`src/rtl/i2cs_pkg.sv`:
```
package i2cs_pkg;

    localparam int ENTRY_W = 9;

    localparam logic [1:0] CODE_START = 2'd0;
    localparam logic [1:0] CODE_STOP  = 2'd1;
    localparam logic [1:0] CODE_READ  = 2'd2;
    localparam logic [1:0] CODE_END   = 2'd3;

    typedef enum logic [4:0] {
        S_IDLE, S_ST0, S_ST1, S_ST2,
        S_TX_S, S_TX_H, S_TX_L, S_TXACK_H, S_TXACK_L,
        S_RX_S, S_RX_H, S_RX_L, S_RXACK_H, S_RXACK_L,
        S_SP1, S_SP2, S_SP3, S_SP4
    } state_t;

    function automatic logic is_read_tok(input logic [ENTRY_W-1:0] e);
        return e[ENTRY_W-1] && (e[1:0] == CODE_READ);
    endfunction

endpackage

```
`src/rtl/i2cs_script_ram.sv`:
```
module i2cs_script_ram
    import i2cs_pkg::*;
#(
    parameter int DEPTH = 8,
    parameter int NPORT = 2
) (
    input  logic                                clk,
    input  logic                                we,
    input  logic [$clog2(DEPTH)-1:0]            waddr,
    input  logic [ENTRY_W-1:0]                  wdata,
    input  logic [$clog2(DEPTH)-1:0]            rbase,
    output logic [NPORT-1:0][ENTRY_W-1:0]       rdata
);
    localparam int AW = $clog2(DEPTH);

    logic [ENTRY_W-1:0] mem [DEPTH];

    always_ff @(posedge clk) begin
        if (we) mem[waddr] <= wdata;
    end

    // port g reads the entry g places after the base (wrapping)
    for (genvar g = 0; g < NPORT; g++) begin : g_rd
        assign rdata[g] = mem[rbase + AW'(g)];
    end

endmodule

```
`src/rtl/i2cs_rx_store.sv`:
```
module i2cs_rx_store #(
    parameter int DEPTH = 4
) (
    input  logic                     clk,
    input  logic                     rst_n,
    input  logic                     we,
    input  logic [$clog2(DEPTH)-1:0] waddr,
    input  logic [7:0]               wdata,
    input  logic [$clog2(DEPTH)-1:0] raddr,
    output logic [7:0]               rdata
);
    logic [7:0] slot [DEPTH];

    always_ff @(posedge clk or negedge rst_n) begin
        if (!rst_n) begin
            for (int i = 0; i < DEPTH; i++) slot[i] <= '0;
        end else if (we) begin
            slot[waddr] <= wdata;
        end
    end

    assign rdata = slot[raddr];

endmodule

```
`src/rtl/i2cs_seq.sv`:
```
module i2cs_seq
    import i2cs_pkg::*;
#(
    parameter int AW = 3,
    parameter int RW = 2
) (
    input  logic               clk,
    input  logic               rst_n,
    input  logic               go,
    input  logic               tick,
    input  logic               sda_in,
    input  logic [ENTRY_W-1:0] cur_ent,
    input  logic [ENTRY_W-1:0] nxt_ent,
    output logic [AW-1:0]      idx,
    output logic               rx_we,
    output logic [RW-1:0]      rx_idx,
    output logic [7:0]         rx_byte,
    output logic               scl_lvl,
    output logic               sda_lvl,
    output logic               done,
    output logic               err
);
    state_t      st, st_n;
    logic [AW-1:0] idx_n;
    logic [RW-1:0] ridx, ridx_n;
    logic [7:0]  sh, sh_n;
    logic [3:0]  cnt, cnt_n;
    logic        scl_n, sda_n, done_n, err_n;

    // state register
    always_ff @(posedge clk or negedge rst_n) begin
        if (!rst_n) begin
            st      <= S_IDLE;
            idx     <= '0;
            ridx    <= '0;
            sh      <= '0;
            cnt     <= '0;
            scl_lvl <= 1'b1;
            sda_lvl <= 1'b1;
            done    <= 1'b0;
            err     <= 1'b0;
        end else begin
            st      <= st_n;
            idx     <= idx_n;
            ridx    <= ridx_n;
            sh      <= sh_n;
            cnt     <= cnt_n;
            scl_lvl <= scl_n;
            sda_lvl <= sda_n;
            done    <= done_n;
            err     <= err_n;
        end
    end

    // next state and next bus levels
    always_comb begin
        st_n   = st;
        idx_n  = idx;
        ridx_n = ridx;
        sh_n   = sh;
        cnt_n  = cnt;
        scl_n  = scl_lvl;
        sda_n  = sda_lvl;
        done_n = 1'b0;
        err_n  = 1'b0;
        if (st == S_IDLE) begin
            if (go) begin
                st_n   = S_ST0;
                idx_n  = '0;
                ridx_n = '0;
            end
        end else if (tick) begin
            unique case (st)
                S_ST0: begin scl_n = 1'b1; sda_n = 1'b1; st_n = S_ST1; end
                S_ST1: begin scl_n = 1'b1; sda_n = 1'b0; st_n = S_ST2; end
                S_ST2: begin
                    scl_n = 1'b0; sda_n = 1'b0;
                    sh_n  = cur_ent[7:0];
                    cnt_n = 4'd8;
                    st_n  = S_TX_S;
                end
                S_TX_S: begin scl_n = 1'b0; sda_n = sh[7]; st_n = S_TX_H; end
                S_TX_H: begin scl_n = 1'b1; sda_n = sh[7]; st_n = S_TX_L; end
                S_TX_L: begin
                    scl_n = 1'b0;
                    sh_n  = {sh[6:0], 1'b0};
                    cnt_n = cnt - 4'd1;
                    if (cnt == 4'd1) begin
                        sda_n = 1'b1;
                        st_n  = S_TXACK_H;
                    end else begin
                        sda_n = sh[7];
                        st_n  = S_TX_S;
                    end
                end
                S_TXACK_H: begin
                    scl_n = 1'b1; sda_n = 1'b1;
                    if (sda_in) begin
                        err_n = 1'b1;
                        st_n  = S_IDLE;
                    end else begin
                        st_n  = S_TXACK_L;
                    end
                end
                S_TXACK_L, S_RXACK_L: begin
                    scl_n = 1'b0;
                    if (st == S_RXACK_L) ridx_n = ridx + RW'(1);
                    if (!nxt_ent[ENTRY_W-1]) begin
                        sh_n  = nxt_ent[7:0];
                        cnt_n = 4'd8;
                        idx_n = idx + AW'(1);
                        st_n  = S_TX_S;
                    end else begin
                        unique case (nxt_ent[1:0])
                            CODE_START: begin idx_n = idx + AW'(2); st_n = S_ST0; end
                            CODE_STOP:  begin idx_n = idx + AW'(2); st_n = S_SP1; end
                            CODE_READ: begin
                                idx_n = idx + AW'(1);
                                sh_n  = '0;
                                cnt_n = 4'd8;
                                st_n  = S_RX_S;
                            end
                            default: begin done_n = 1'b1; st_n = S_IDLE; end
                        endcase
                    end
                end
                S_RX_S: begin scl_n = 1'b0; sda_n = 1'b1; st_n = S_RX_H; end
                S_RX_H: begin scl_n = 1'b1; sda_n = 1'b1; st_n = S_RX_L; end
                S_RX_L: begin
                    scl_n = 1'b0;
                    sh_n  = {sh[6:0], sda_in};
                    cnt_n = cnt - 4'd1;
                    if (cnt == 4'd1) begin
                        sda_n = !is_read_tok(nxt_ent);
                        st_n  = S_RXACK_H;
                    end else begin
                        sda_n = 1'b1;
                        st_n  = S_RX_S;
                    end
                end
                S_RXACK_H: begin scl_n = 1'b1; st_n = S_RXACK_L; end
                S_SP1: begin scl_n = 1'b0; sda_n = 1'b0; st_n = S_SP2; end
                S_SP2: begin scl_n = 1'b1; sda_n = 1'b0; st_n = S_SP3; end
                S_SP3: begin scl_n = 1'b1; sda_n = 1'b1; st_n = S_SP4; end
                S_SP4: begin
                    scl_n = 1'b1; sda_n = 1'b1;
                    done_n = 1'b1;
                    st_n   = S_IDLE;
                end
                default: st_n = S_IDLE;
            endcase
        end
    end

    // result store write port
    assign rx_we   = (st == S_RXACK_L) && tick;
    assign rx_idx  = ridx;
    assign rx_byte = sh;

endmodule

```
`src/rtl/i2c_script_master.sv`:
```
module i2c_script_master
    import i2cs_pkg::*;
#(
    parameter int DEPTH    = 8,
    parameter int RX_DEPTH = 4
) (
    input  logic                        clk,
    input  logic                        rst_n,
    input  logic                        load_we,
    input  logic [$clog2(DEPTH)-1:0]    load_addr,
    input  logic [ENTRY_W-1:0]          load_entry,
    input  logic                        go,
    input  logic                        tick,
    input  logic                        sda_in,
    input  logic [$clog2(RX_DEPTH)-1:0] rd_addr,
    output logic [7:0]                  rd_byte,
    output logic                        scl_pull,
    output logic                        sda_pull,
    output logic                        done,
    output logic                        err
);
    localparam int AW = $clog2(DEPTH);
    localparam int RW = $clog2(RX_DEPTH);

    logic [AW-1:0]             idx;
    logic [1:0][ENTRY_W-1:0]   ents;
    logic                      rx_we;
    logic [RW-1:0]             rx_idx;
    logic [7:0]                rx_byte;
    logic                      scl_lvl, sda_lvl;

    i2cs_script_ram #(.DEPTH(DEPTH), .NPORT(2)) u_ram (
        .clk   (clk),
        .we    (load_we),
        .waddr (load_addr),
        .wdata (load_entry),
        .rbase (idx),
        .rdata (ents)
    );

    i2cs_seq #(.AW(AW), .RW(RW)) u_seq (
        .clk     (clk),
        .rst_n   (rst_n),
        .go      (go),
        .tick    (tick),
        .sda_in  (sda_in),
        .cur_ent (ents[0]),
        .nxt_ent (ents[1]),
        .idx     (idx),
        .rx_we   (rx_we),
        .rx_idx  (rx_idx),
        .rx_byte (rx_byte),
        .scl_lvl (scl_lvl),
        .sda_lvl (sda_lvl),
        .done    (done),
        .err     (err)
    );

    i2cs_rx_store #(.DEPTH(RX_DEPTH)) u_rx (
        .clk   (clk),
        .rst_n (rst_n),
        .we    (rx_we),
        .waddr (rx_idx),
        .wdata (rx_byte),
        .raddr (rd_addr),
        .rdata (rd_byte)
    );

    assign scl_pull = !scl_lvl;
    assign sda_pull = !sda_lvl;

endmodule

```
`config.mk`:
```
export PLATFORM = sky130hd
export DESIGN_NAME = i2c_script_master
export DESIGN_NICKNAME = d
export VERILOG_FILES = /design/src/rtl/i2cs_pkg.sv /design/src/rtl/i2cs_script_ram.sv /design/src/rtl/i2cs_rx_store.sv /design/src/rtl/i2cs_seq.sv /design/src/rtl/i2c_script_master.sv
export SDC_FILE = /design/constraint.sdc
export NUM_CORES = 1
export LEC_CHECK = 0
export BUFFER_PORTS_ARGS = -buffer_cell sky130_fd_sc_hd__clkbuf_2
export CAP_MARGIN = 20
export CORE_UTILIZATION = 40
export DETAILED_ROUTE_END_ITERATION = 10
export RECOVER_POWER = 25
export SLEW_MARGIN = 20
export SYNTH_ARGS = -nofsm -noshare
export SYNTH_HDL_FRONTEND = slang
export SYNTH_SLANG_ARGS = --single-unit
```
`constraint.sdc`:
```
create_clock -name clk -period 9.1 [get_ports clk]
set_input_delay 2.73 -clock clk [delete_from_list [all_inputs] [get_ports clk]]
set_output_delay 2.73 -clock clk [all_outputs]
set_load 0.02 [all_outputs]
```
## Yosys cells after proc, flatten, opt, wreduce, memory -nomap -nowiden

Memory sizes are Yosys's and may differ from the RTL's.
Cells that the tools add are included.
W data, S select, Z words.

| word-level totals | value |
|---|---|
| bits in registers | 58 |
| memory bits (writable) | 72 |
| output and inout port bits | 12 |
| word-level logic and storage cells | 125 |
| memories | 1 |

| operators by class | value |
|---|---|
| $add $sub $neg | 4 |
| magnitude comparators | 3 |
| eq/ne operators | 23 |
| muxes and demuxes | 47 |
| bitwise operators | 3 |
| reductions and logical operators | 31 |

Memories:

| name | depth | width | read ports | clocked after memory_dff | write ports | line | source |
|---|---|---|---|---|---|---|---|
| u_ram.mem | 8 | 9 | 2 | 0 | 1 | i2cs_script_ram.sv:16 | `logic [ENTRY_W-1:0] mem [DEPTH];` |

Operators by type and width:

| operator | number |
|---|---|
| $pmux W5 S15 | 1 |
| $eq A5 B4 Y1 const B | 8 |
| $mux W8 | 5 |
| $bwmux W32 | 1 |
| $pmux W8 S4 | 1 |
| $pmux W4 S3 | 2 |
| $eq A5 B3 Y1 const B | 4 |
| $mux W5 | 4 |
| $mux W3 | 6 |
| $bmux W8 S2 | 1 |
| $demux W8 S2 | 1 |
| $reduce_and A4 Y1 | 4 |
| $mux W1 | 12 |
| $mux W2 | 6 |
| $mux W4 | 3 |
| $eq A5 B2 Y1 const B | 2 |
| $eq A5 B5 Y1 const B | 2 |
| $reduce_or A9 Y1 | 1 |
| $reduce_bool A2 Y1 | 4 |
| $reduce_or A2 Y1 | 4 |
| $reduce_or A8 Y1 | 1 |
| $ge A3 B3 Y1 const B | 2 |
| $not A2 Y3 | 2 |
| $pmux W3 S2 | 1 |
| 27 further kinds | 33 |

## Logic depth before layout (Yosys ltp)

An unclocked memory read counts as a cell.

| depth | value |
|---|---|
| depth in word-level cells | 9 |
| mapped depth | 10 |

## Modules after synthesis

From an unflattened synthesis, not the netlist that was laid out.

| unflattened totals | value |
|---|---|
| cells, all modules | 464 |
| area total of the unflattened synthesis | 6,742.7 µm² |

By module, submodules not included:

| module | times used | cells each | area an instance (µm²) |
|---|---|---|---|
| i2cs_script_ram | 1 | 169 | 3,515.9 |
| i2cs_seq | 1 | 215 | 1,818.0 |
| i2cs_rx_store | 1 | 78 | 1,401.3 |
| i2c_script_master | 1 | 2 | 7.5 |

## Worst setup path after synthesis

OpenSTA, ideal clock, no wires.

| timing | value |
|---|---|
| path kind | input port to output port |
| start point | in rd_addr[0] |
| end point | out rd_byte[0] |
| arrival time | 3,785 ps |
| setup slack | 2,585 ps |
| stages on the path | 2 |
| path buffers | 1 |
| cell sequence | clkbuf_1 -> mux4_2 |

| between the ends | value |
|---|---|
| cells in the longest elaborated chain, start to end | 4 |

RTL lines:

| item | line | source |
|---|---|---|
| start, declared | i2c_script_master.sv:15 | `input logic [$clog2(RX_DEPTH)-1:0] rd_addr,` |
| $not A2 Y3 (not written as such) | i2cs_rx_store.sv:22 | `assign rdata = slot[raddr];` |
| $bmux W8 S2 | i2cs_rx_store.sv:22 |  |
| $mux W8 (not written as such) (2 in series) | i2cs_rx_store.sv:22 |  |
| end, declared | i2c_script_master.sv:16 | `output logic [7:0] rd_byte,` |

Every way passes these cells. The select of a mux whose other input is x is not followed.

## Final worst setup path

| timing | value |
|---|---|
| start point | in rd_addr[0] |
| end point | out rd_byte[2] |

Same word-level chain as after synthesis.

==> metrics.md <==
| Metric | Value |
|---|---|
| Status | finished, final reports clean |
| Final WS setup | 2.643 ns |
| Reg area | 3617 µm² |
| Worst Path Arrival | 3.73 ns |
| TritonCTS Sinks | 130 |
| Total iterations of the first detailed-routing run | 4 |
| Most frequent cells in the layout | 72 x edfxtp_1, 55 x dfrtp_1, 42 x mux4_2, 34 x mux2_1, 23 x nor2_1 |
| WP data required | 6.37 ns |
| Global route overflow | 0 |
| Fin. Hold Viols | 0 |
| Switch Pwr | 0.0006777 W |
| Die area | 16820 µm² |
| Sequential cell area fraction in the yosys report | 55.43% |
| Number of synthesized flops with an enable pin | 72 |
| Number of global-route vias before repair | 3954 |
| Core Rows | 46 |
| Crit path max-delay cell type | mux4_2 |
| Combinational Power Share | 29.2% |
| HPWL Detailed | 8.722 mm |
| Wire length per cell | 18.55 µm |
| Max stage delay on crit path | 0.55 ns |
| Final setup fails | 0 |
| Setup Buffers After CTS | 0 |
| Hold_buf cts | 0 |
| Initial Utilization | 41.07% |
| Tmin final | 6.457 ns |
| Relative slew slack | 32.96% |
| Gp weighted congestion | 0.8593 |
| Clock share of power | 31.3% |
| Area of the multi-input gates | 2769 µm² |
| Total GRT Usage | 17.18% |
| Int Power | 0.001408 W |
| Switching Share | 32.49% |
| Setup Crit Path Kind | primary input to primary output |
| Fill cells | 1422 |
| Most common cell after layout, fill and taps aside | edfxtp_1 |
| Critical path's most frequent cell | clkbuf_2 |
| Post-Syn Nets | 472 |
| Setup WS pre-CTS | 2.617 ns |
| Number of max-cap violations | 0 |
| Worst Hold Path Cells | 2 |
| CTS buffer count | 17 |
| Die Y | 129.7 µm |
| Max Freq | 154.9 MHz |
| First-pass GRT wire length | 21.45 mm |
| Pin count of the biggest net entering global routing | 59 |
| Worst Skew | 0.008211 ns |
| Fin Hold WS | 0.4846 ns |
| Unrepaired setup endpoints after global routing | no |
| Main synth FF type | edfxtp_1 |
| Max Buffers Root-to-Sink | 2 |
| PortBufs | 31 |
| # resized after CTS | 0 |
| # DRC | 0 |
| Flop pwr share | 39.5% |
| Nets | 502 |
| Clock transition at the registers of the reported paths | 0.05 ns |
| IR Drop Worst-Case VDD | 0.1456 mV |
| PwrDens | 280.4 nW/µm² |
| Max-slew violations | 0 |
| DR iter-0 viols | 256 |
| Startpoint Class | primary input |
| Clock root cell | clkbuf_16 |
| Final Cycle Share | 70.95% |
| CP cell instances | clkbuf_2, mux4_2, clkbuf_2 |
| Die Wd | 129.7 µm |
| Mean number of vias per cell | 5.560 |
| Register bit total from synthesis | 130 |
| CTS tree | yes |
| Avg Inst Size Synth | 14.79 µm² |
| Worst Max-Slew Pin Slew | 1.002 ns |
| Post-synth design cell area | 6524 µm² |
| Clk_lat worst skew | 0.42 ns |
| Final Cell Area | 7440 µm² |
| Synth async-reset ratio | 44.62% |
| Worst Reg-to-Reg Cells | 8 |
| Core Area | 15890 µm² |
| Total vias in the final route | 3892 |
| Placed Area | 6883 µm² |
| Mapped Cells | 441 |
| Initial antenna violation count | 0 |
| Synth cell types | 62 |
| Worst min path class | flop to flop |
| Antenna Nets Post-Route | 0 |
| Io pins | 32 |
| Maximum level of the CTS H-tree | 4 |
| Pleak | 2.793 nW |
| Layout cells sized above 1 | 24.17% |
| Area delta synth->final | 14.04% |
| Drt total wl | 12.99 mm |
| Endpoint class of the critical path | primary output |
| Antenna diodes | 0 |
| CP Max Fanout | 8 |
| Number of synthesis warnings | 0 |
| TNS Setup | 0 ns |
-- area by class of cell --
type / count / share of cell area (%)
clock buffer: 19 / 5.819
clock inverter: 13 / 1.816
inverter: 13 / 0.6559
multi-input combinational: 275 / 37.22
sequential: 130 / 48.62
tap: 216 / 3.633
timing repair buffer: 34 / 2.237
-- sequential cells by signal, indices dropped and copies added, names as in the netlist --
signal	cells
u_seq.sda_lvl	1
u_seq.rx_idx	2
u_rx.slot	32
u_ram.mem	72
u_seq.cnt	4
u_seq.scl_lvl	1
u_seq.st	5
u_seq.err	1
u_seq.idx	3
u_seq.done	1
u_seq.rx_byte	8
-- power groups by stage --
stage	logic, W	registers [W]	clock network, W
2_1_floorplan	0.000558	0.000735	0
3_3_place_gp	0.000602	0.000829	0
3_5_place_dp	0.000613	0.000836	0
4_1_cts	0.000617	0.000825	0.000666
5_1_grt	0.000669	0.000842	0.000689
6_report	0.000609	0.000824	0.000653
-- Yosys cell counts (3+ instances only) --
cell type | count | area [µm²]
buf_1 | 3 | 11.26
o21ai_1 | 5 | 25.02
nor3b_1 | 4 | 30.03
nor4_1 | 3 | 18.77
edfxtp_1 | 72 | 2162
o21bai_1 | 4 | 30.03
nand2_1 | 22 | 82.58
mux2i_1 | 15 | 150.1
mux2_1 | 34 | 382.9
clkbuf_1 | 14 | 52.55
a21oi_1 | 12 | 60.06
a21o_1 | 3 | 22.52
nor2_1 | 23 | 86.33
dfrtp_1 | 56 | 1401
mux2_2 | 3 | 33.78
inv_1 | 10 | 37.54
nor3_1 | 8 | 40.04
o22ai_1 | 3 | 18.77
mux4_2 | 42 | 945.9
o221ai_1 | 7 | 61.31
o211ai_1 | 3 | 22.52
ha_1 | 11 | 137.6
inv_2 | 3 | 11.26
nand3_1 | 3 | 15.01
mux2_4 | 6 | 90.09
buf_2 | 5 | 25.02
and3_1 | 4 | 25.02
nand2b_1 | 11 | 68.82
nor2b_1 | 4 | 25.02
o21ai_0 | 8 | 40.04
-- worst paths after layout --
check / from / end / slack (ns)
min in group asynchronous: rst_n / u_seq.err$_DFF_PN0_ / 2.45
hold / removal: u_seq.sda_lvl$_DFFE_PN1P_ / u_seq.sda_lvl$_DFFE_PN1P_ / 0.48
max in group asynchronous: rst_n / u_seq.idx[0]$_DFFE_PN0P_ / 6.09
setup reg to reg: u_seq.idx[0]$_DFFE_PN0P_ / u_seq.rx_byte[6]$_DFFE_PN0P_ / 5.20
hold reg to reg: u_seq.sda_lvl$_DFFE_PN1P_ / u_seq.sda_lvl$_DFFE_PN1P_ / 0.48
setup / recovery: rd_addr[0] / rd_byte[2] / 2.64
-- critical path: cells and delay by family --
family	cells	cell delay, ns
muxes	1	0.55
buffers and inverters	2	0.43
-- metrics by stage --
stage / cells / power, W / utilization, %
5_1_grt: 700 / 0.002200 / 46.83
3_3_place_gp: 668 / 0.001430 / 43.33
6_report: 700 / 0.002086 / 46.83
2_1_floorplan: 441 / 0.001293 / -
3_5_place_dp: 668 / 0.001449 / 43.33
4_1_cts: 700 / 0.002108 / 46.90
-- per-layer routing --
metal	share of wire [%]	track usage, %	vias to the layer above	routed length [µm]
met5	0	0	-	0
met4	1.3	6.088	0	169
met3	3.8	4.510	14	491
met2	50	27.90	86	6461
met1	45	22.34	1993	5865
li1	-	-	1799	-
-- kinds of logic after synthesis --
| family | after synthesis | share of synthesized area [%] |
|---|---|---|
| simple gates | 95 | 7.672 |
| mux | 101 | 24.91 |
| compound gates | 64 | 6.771 |
| flops | 130 | 55.43 |
| buf+inv | 36 | 2.282 |
| fa+ha+maj | 11 | 2.110 |
| xor+xnor | 4 | 0.8248 |
(Power assumes the default switching activity.)
